[config.mk]
export PLATFORM = sky130hd
export DESIGN_NAME = hsync_pixel_serializer
export DESIGN_NICKNAME = d
export VERILOG_FILES = /design/src/rtl/hsp_pkg.sv /design/src/rtl/hsp_pixdiv.sv /design/src/rtl/hsp_loadseq.sv /design/src/rtl/hsp_shifter.sv /design/src/rtl/hsync_pixel_serializer.sv
export SDC_FILE = /design/constraint.sdc
export NUM_CORES = 1
export LEC_CHECK = 0
export BUFFER_PORTS_ARGS = -buffer_cell sky130_fd_sc_hd__buf_2
export CAP_MARGIN = 20
export CORE_MARGIN = 5
export CORE_UTILIZATION = 30
export CTS_BUF_LIST = sky130_fd_sc_hd__clkbuf_16
export DETAILED_ROUTE_END_ITERATION = 10
export PLACE_DENSITY_LB_ADDON = 0.2
export SETUP_SLACK_MARGIN = 0.02
export SLEW_MARGIN = 20
export SYNTH_ARGS = -nofsm -noshare
export SYNTH_HDL_FRONTEND = slang
export SYNTH_SLANG_ARGS = --single-unit
[constraint.sdc]
create_clock -name clk -period 2.3 [get_ports clk]
set_clock_uncertainty 0.05 [all_clocks]
set_input_delay 0.46 -clock clk [delete_from_list [all_inputs] [get_ports clk]]
set_output_delay 0.46 -clock clk [all_outputs]
set_load 0.005 [all_outputs]
[src/rtl/hsp_pkg.sv]
// Package: shared sizing for the sync-locked overlay pixel serializer.
// Assumes one byte holds PIX_PER_BYTE pixels and one pixel lasts
// CLK_PER_PIX oscillator cycles.
package hsp_pkg;
    localparam int PIX_PER_BYTE_DEF = 8;
    localparam int CLK_PER_PIX_DEF  = 2;

    // Width of a counter that spans n states (at least one bit).
    function automatic int cnt_w(input int n);
        return (n > 1) ? $clog2(n) : 1;
    endfunction
endpackage

[src/rtl/hsp_pixdiv.sv]
// Module: pixel clock divider.
// Makes a one-cycle pixel tick once every CLK_PER_PIX clock cycles.
// While hsync is high the phase counter is held at zero. The first tick
// after sync therefore comes exactly CLK_PER_PIX-1 edges after the first
// edge that samples hsync low, whatever phase the counter had before.
// Assumes hsync is synchronous to clk.
module hsp_pixdiv #(
    parameter int CLK_PER_PIX = 2
) (
    input  logic clk,
    input  logic rst_n,
    input  logic hsync,
    output logic tick
);
    localparam int PW = hsp_pkg::cnt_w(CLK_PER_PIX);
    localparam logic [PW-1:0] LAST = PW'(CLK_PER_PIX - 1);

    logic [PW-1:0] phase_q;

    // Phase counter: cleared by reset or sync, wraps at the last phase.
    always_ff @(posedge clk) begin
        if (!rst_n || hsync) begin
            phase_q <= '0;
        end else if (phase_q == LAST) begin
            phase_q <= '0;
        end else begin
            phase_q <= phase_q + 1'b1;
        end
    end

    // Tick on the last phase, never while sync holds the divider.
    always_comb tick = (phase_q == LAST) && !hsync;
endmodule

[src/rtl/hsp_loadseq.sv]
// Module: byte load sequencer.
// Counts pixel ticks modulo PIX_PER_BYTE. The tick that finds slot zero is
// the load tick, so the first tick after sync loads the first byte. Every
// PIX_PER_BYTE-th tick after that loads again. Also registers a one-cycle
// request pulse after each load.
// Assumes tick is never high while hsync is high.
module hsp_loadseq #(
    parameter int PIX_PER_BYTE = 8
) (
    input  logic clk,
    input  logic rst_n,
    input  logic hsync,
    input  logic tick,
    output logic load,
    output logic req
);
    localparam int SW = hsp_pkg::cnt_w(PIX_PER_BYTE);
    localparam logic [SW-1:0] LAST = SW'(PIX_PER_BYTE - 1);

    logic [SW-1:0] slot_q;

    // Slot counter: held at zero by sync, advances one step per pixel tick.
    always_ff @(posedge clk) begin
        if (!rst_n || hsync) begin
            slot_q <= '0;
        end else if (tick) begin
            slot_q <= (slot_q == LAST) ? '0 : slot_q + 1'b1;
        end
    end

    // Load decision: a tick on slot zero.
    always_comb load = tick && (slot_q == '0);

    // Request pulse: follows each load by one cycle.
    always_ff @(posedge clk) begin
        if (!rst_n) begin
            req <= 1'b0;
        end else begin
            req <= load;
        end
    end
endmodule

[src/rtl/hsp_shifter.sv]
// Module: parallel-load pixel shift register.
// On a load it takes the input byte, or zero when gated off. On other
// ticks it shifts toward the MSB, so the MSB is always the pixel on show.
// It is held cleared while sync is high, so nothing reaches the output.
// Assumes load is only ever high together with tick.
module hsp_shifter #(
    parameter int PIX_PER_BYTE = 8
) (
    input  logic                    clk,
    input  logic                    rst_n,
    input  logic                    hsync,
    input  logic                    tick,
    input  logic                    load,
    input  logic                    en,
    input  logic [PIX_PER_BYTE-1:0] din,
    output logic                    pix
);
    logic [PIX_PER_BYTE-1:0] sreg_q;
    logic [PIX_PER_BYTE-1:0] fill;

    // Byte to load: the input when enabled, otherwise blank.
    always_comb fill = en ? din : '0;

    // Shift register: clear, load or shift MSB first.
    always_ff @(posedge clk) begin
        if (!rst_n || hsync) begin
            sreg_q <= '0;
        end else if (load) begin
            sreg_q <= fill;
        end else if (tick) begin
            sreg_q <= {sreg_q[PIX_PER_BYTE-2:0], 1'b0};
        end
    end

    // Pixel on show: the current MSB.
    always_comb pix = sreg_q[PIX_PER_BYTE-1];
endmodule

[src/rtl/hsync_pixel_serializer.sv]
// Module: sync-locked overlay pixel serializer (top).
// Chains the divider, the load sequencer and the shift register. Sync
// restarts all three together, so each line's pixel grid starts at a fixed
// offset from the sync trailing edge.
// Assumes hsync, en and pix_byte are synchronous to clk.
module hsync_pixel_serializer #(
    parameter int PIX_PER_BYTE = hsp_pkg::PIX_PER_BYTE_DEF,
    parameter int CLK_PER_PIX  = hsp_pkg::CLK_PER_PIX_DEF
) (
    input  logic                    clk,
    input  logic                    rst_n,
    input  logic                    hsync,
    input  logic                    en,
    input  logic [PIX_PER_BYTE-1:0] pix_byte,
    output logic                    byte_req,
    output logic                    overlay
);
    logic tick;
    logic load;

    hsp_pixdiv #(.CLK_PER_PIX(CLK_PER_PIX)) u_div (
        .clk  (clk),
        .rst_n(rst_n),
        .hsync(hsync),
        .tick (tick)
    );

    hsp_loadseq #(.PIX_PER_BYTE(PIX_PER_BYTE)) u_seq (
        .clk  (clk),
        .rst_n(rst_n),
        .hsync(hsync),
        .tick (tick),
        .load (load),
        .req  (byte_req)
    );

    hsp_shifter #(.PIX_PER_BYTE(PIX_PER_BYTE)) u_shf (
        .clk  (clk),
        .rst_n(rst_n),
        .hsync(hsync),
        .tick (tick),
        .load (load),
        .en   (en),
        .din  (pix_byte),
        .pix  (overlay)
    );
endmodule

==> summary by stage <==
Drt
The uppermost signal routing layer after detailed routing is met3. The detailed router put a total of around 560 µm of wire on met1. After the first detailed-routing iteration, the DRC count stood at 9. The remaining antenna violation count is 0. After detailed routing, the met2 layer carries ~550 µm of wire. The routed length on met3 is 115 µm. The ratio of routed vias to standard cells is 4.70. The via count is between 400 and 500.

In the routed design, unresolved DRC markers number 0. After detailed routing, the average wire length per cell comes to 11.6 µm. For this run, the detailed router's first-pass iteration total came to 4. Wires add up to 1.23 mm.

GRT
The first global-routing pass estimated just under 2 mm of wire. The total overflow left after global routing is 0. The number of global-route vias before repair was about 440.

The pin count of the biggest net entering global routing is 21. The initial antenna violation count is 0. Across every metal layer, demand over resource in global routing totals 0.0982.

Clock network
CTS built an H-tree with a depth of 1. The post-CTS setup buffer count is 0. The clock latency at the later pin of the worst-skew pair is around 0.24 ns. The number of gates resized after cts is 0. CTS placed an instance of sky130_fd_sc_hd__clkbuf_16 at the clock tree root. In this run, post-CTS hold repair placed 0 buffers.

Clock-pin slew was measured on the worst setup and hold paths at roughly 0.040 ns. The number of clock buffers added by TritonCTS is 3. The number of clock sinks is 13.

The maximum clock path buffer count is 2. The clock tree from TritonCTS is yes.

Synth
The share of the Yosys chip area taken by registers is 0.447. The mean instance size in the synthesized netlist is approximately 8.6 µm². The mapped netlist covers 582 µm². After technology mapping, the gate count stands at between 60 and 70. The number of different library cells used by synthesis comes to 19. The register bit total from synthesis is 13.

The number of nets in the synthesized netlist is 83. The count of yosys warnings during synthesis is 0.

Timing
The number of hold-slack violations in the final timing report was 0. In the final timing run, aggregate negative setup slack is 0 ns. For the pin with the worst max-slew slack, the measured transition is between 0.6 and 0.7 ns. Setup repair after global routing left no endpoint under its margin. The number of failing setup endpoints in the final timing report is 0. The number of pins exceeding their max-slew limit in the final report is 0. The post-route fraction of the period consumed by the critical path is 0.668. Headroom to the max-slew limit came out at 0.544. Static timing analysis puts the maximum clock frequency at between 600 and 700 MHz. The post-layout minimum cycle time is 1.54 ns.

Place
The half-perimeter wire length after placement is roughly 860 µm. The count of buffers added on input and output ports is 13. The weighted congestion at the end of routability-driven global placement is ~0.70.

Critical path
The setup path with the least slack is of type reg2reg. The worst setup path is launched from a flip-flop. The beginning of the worst register-to-register path is u_seq.slot_q[0].

The critical path capture point type is a flip-flop. The required time of the worst setup path is between 2 and 2.5 ns. The launch point of the worst path is u_seq.slot_q[0]. In this run the worst path has a maximum fanout of 8. The data arrival time at the worst-slack endpoint is ~1.6 ns.

Power
VDD sags by at most 0.565 mV. Power comes to between 500 and 600 µW. The leakage power is 0.000292 µW. The total power density per cell area is 824 nW/µm².

Floorplan
The die covers slightly below 3000 µm². Measured along the y axis, the die boundary spans around 54 µm. The starting density of the core is 0.306. The core region area is 1900 µm². The number of top-level pins is 14. The standard-cell row count is 16. The floorplan die width is 54.0 µm.

Worst hold path
The origin of the worst min-delay path is u_shf.sreg_q[0]. The tightest min-delay check is of the reg2reg type.

Status
The flow ran to the end, and the final reports show no timing, DRC or antenna violations.

Finish
The share of layout cells above drive strength 1 is 0.203. The number of nets in the layout is between 90 and 100. The antenna cell count is 0. Compared with the post-synthesis result, the final layout area differs by 24.3%.

Flow run
The max-cap check violation count is 0.
-- path summary, 6_finish.rpt --
kind | end | cells past startpoint | slack [ns]
max | u_shf.sreg_q[5] | 5 | 0.76
min | u_shf.sreg_q[0] | 2 | 0.42
max reg2reg | u_shf.sreg_q[5] | 5 | 0.76
min reg2reg | u_shf.sreg_q[0] | 2 | 0.42
-- cells by family after synthesis --
family | Yosys count | synth area share
AND/OR/NAND/NOR | 32 | 0.249
buffers and inverters | 9 | 0.0817
flip-flops | 13 | 0.447
AO/OA/AOI/OAI | 9 | 0.123
multiplexers | 2 | 0.0344
adder cells (fa/ha/maj) | 3 | 0.0645
-- flip-flops by register name (all words and copies together) (netlist names) --
name / flops
u_shf.sreg_q: 8
u_seq.slot_q: 3
u_seq.req: 1
u_div.phase_q: 1
-- layout make-up --
class                      count  area, µm²
fill                         204       1180
timing repair buffer          13       65.1
clock inverter                 1       3.75
inverter                       3       11.3
multi-input combinational     46        274
sequential                    13        260
tap                           27       33.8
clock buffer                   3       75.1
-- Yosys cell counts --
master	number	area [µm²]
sky130_fd_sc_hd__nor2b_1	1	6.26
sky130_fd_sc_hd__clkbuf_1	2	7.51
sky130_fd_sc_hd__inv_1	3	11.3
sky130_fd_sc_hd__nand2b_1	1	6.26
sky130_fd_sc_hd__nand4_1	1	6.26
sky130_fd_sc_hd__mux2i_1	2	20.0
sky130_fd_sc_hd__or2b_1	1	7.51
sky130_fd_sc_hd__dfxtp_1	13	260
sky130_fd_sc_hd__a311oi_1	7	61.3
sky130_fd_sc_hd__ha_1	3	37.5
sky130_fd_sc_hd__nor3_1	1	5.00
sky130_fd_sc_hd__a21oi_1	2	10.0
sky130_fd_sc_hd__buf_6	1	11.3
sky130_fd_sc_hd__nand3_1	7	35.0
sky130_fd_sc_hd__nor2_1	11	41.3
sky130_fd_sc_hd__buf_4	1	7.51
sky130_fd_sc_hd__nor3b_1	1	7.51
sky130_fd_sc_hd__nand2_1	8	30.0
sky130_fd_sc_hd__buf_2	2	10.0
-- metrics by stage --
step / worst slack [ns] / utilization / area, µm² / hold slack [ns] / std cells
2_1_floorplan: 1.04 / - / 582 / 0.382 / 68
3_3_place_gp: 0.815 / 0.339 / 644 / 0.394 / 102
3_5_place_dp: 0.755 / 0.339 / 644 / 0.417 / 102
4_1_cts: 0.744 / 0.380 / 723 / 0.423 / 106
5_1_grt: 0.561 / 0.380 / 723 / 0.442 / 106
6_report: 0.763 / 0.380 / 723 / 0.419 / 106
-- power by group --
part	internal, µW	switching, µW	total, µW
clock	229	90.6	319
sequential	232	8.11	240
combinational	17.2	18.6	35.8
total	478	117	596
-- cells in the final DEF, fill, tap and decap left out --
master and n:
sky130_fd_sc_hd__clkbuf_16 3, sky130_fd_sc_hd__inv_1 4, sky130_fd_sc_hd__nor2_1 11, sky130_fd_sc_hd__nand2b_1 1, sky130_fd_sc_hd__nor3_1 1, sky130_fd_sc_hd__nor2b_1 1, sky130_fd_sc_hd__a21oi_1 2, sky130_fd_sc_hd__nor3b_1 1
sky130_fd_sc_hd__mux2i_1 2, sky130_fd_sc_hd__nand3_1 7, sky130_fd_sc_hd__buf_2 13, sky130_fd_sc_hd__or2b_1 1, sky130_fd_sc_hd__dfxtp_1 13, sky130_fd_sc_hd__ha_1 3, sky130_fd_sc_hd__nand4_1 1, sky130_fd_sc_hd__a311oi_1 7
sky130_fd_sc_hd__nand2_1 8
-- critical path, cell delays in order (launching register included) --
cell,delay (ns)
sky130_fd_sc_hd__dfxtp_1,0.32
sky130_fd_sc_hd__inv_1,0.06
sky130_fd_sc_hd__ha_1,0.14
sky130_fd_sc_hd__nor2b_1,0.44
sky130_fd_sc_hd__nand3_1,0.13
sky130_fd_sc_hd__a311oi_1,0.29
-- routing by layer --
metal / vias to the layer above / GRT usage
met5: - / 0
met4: 0 / 0.0249
met3: 0 / 0.0609
met2: 15 / 0.157
met1: 227 / 0.109
li1: 256 / -
Note: power is estimated with default switching activity, not from simulation.
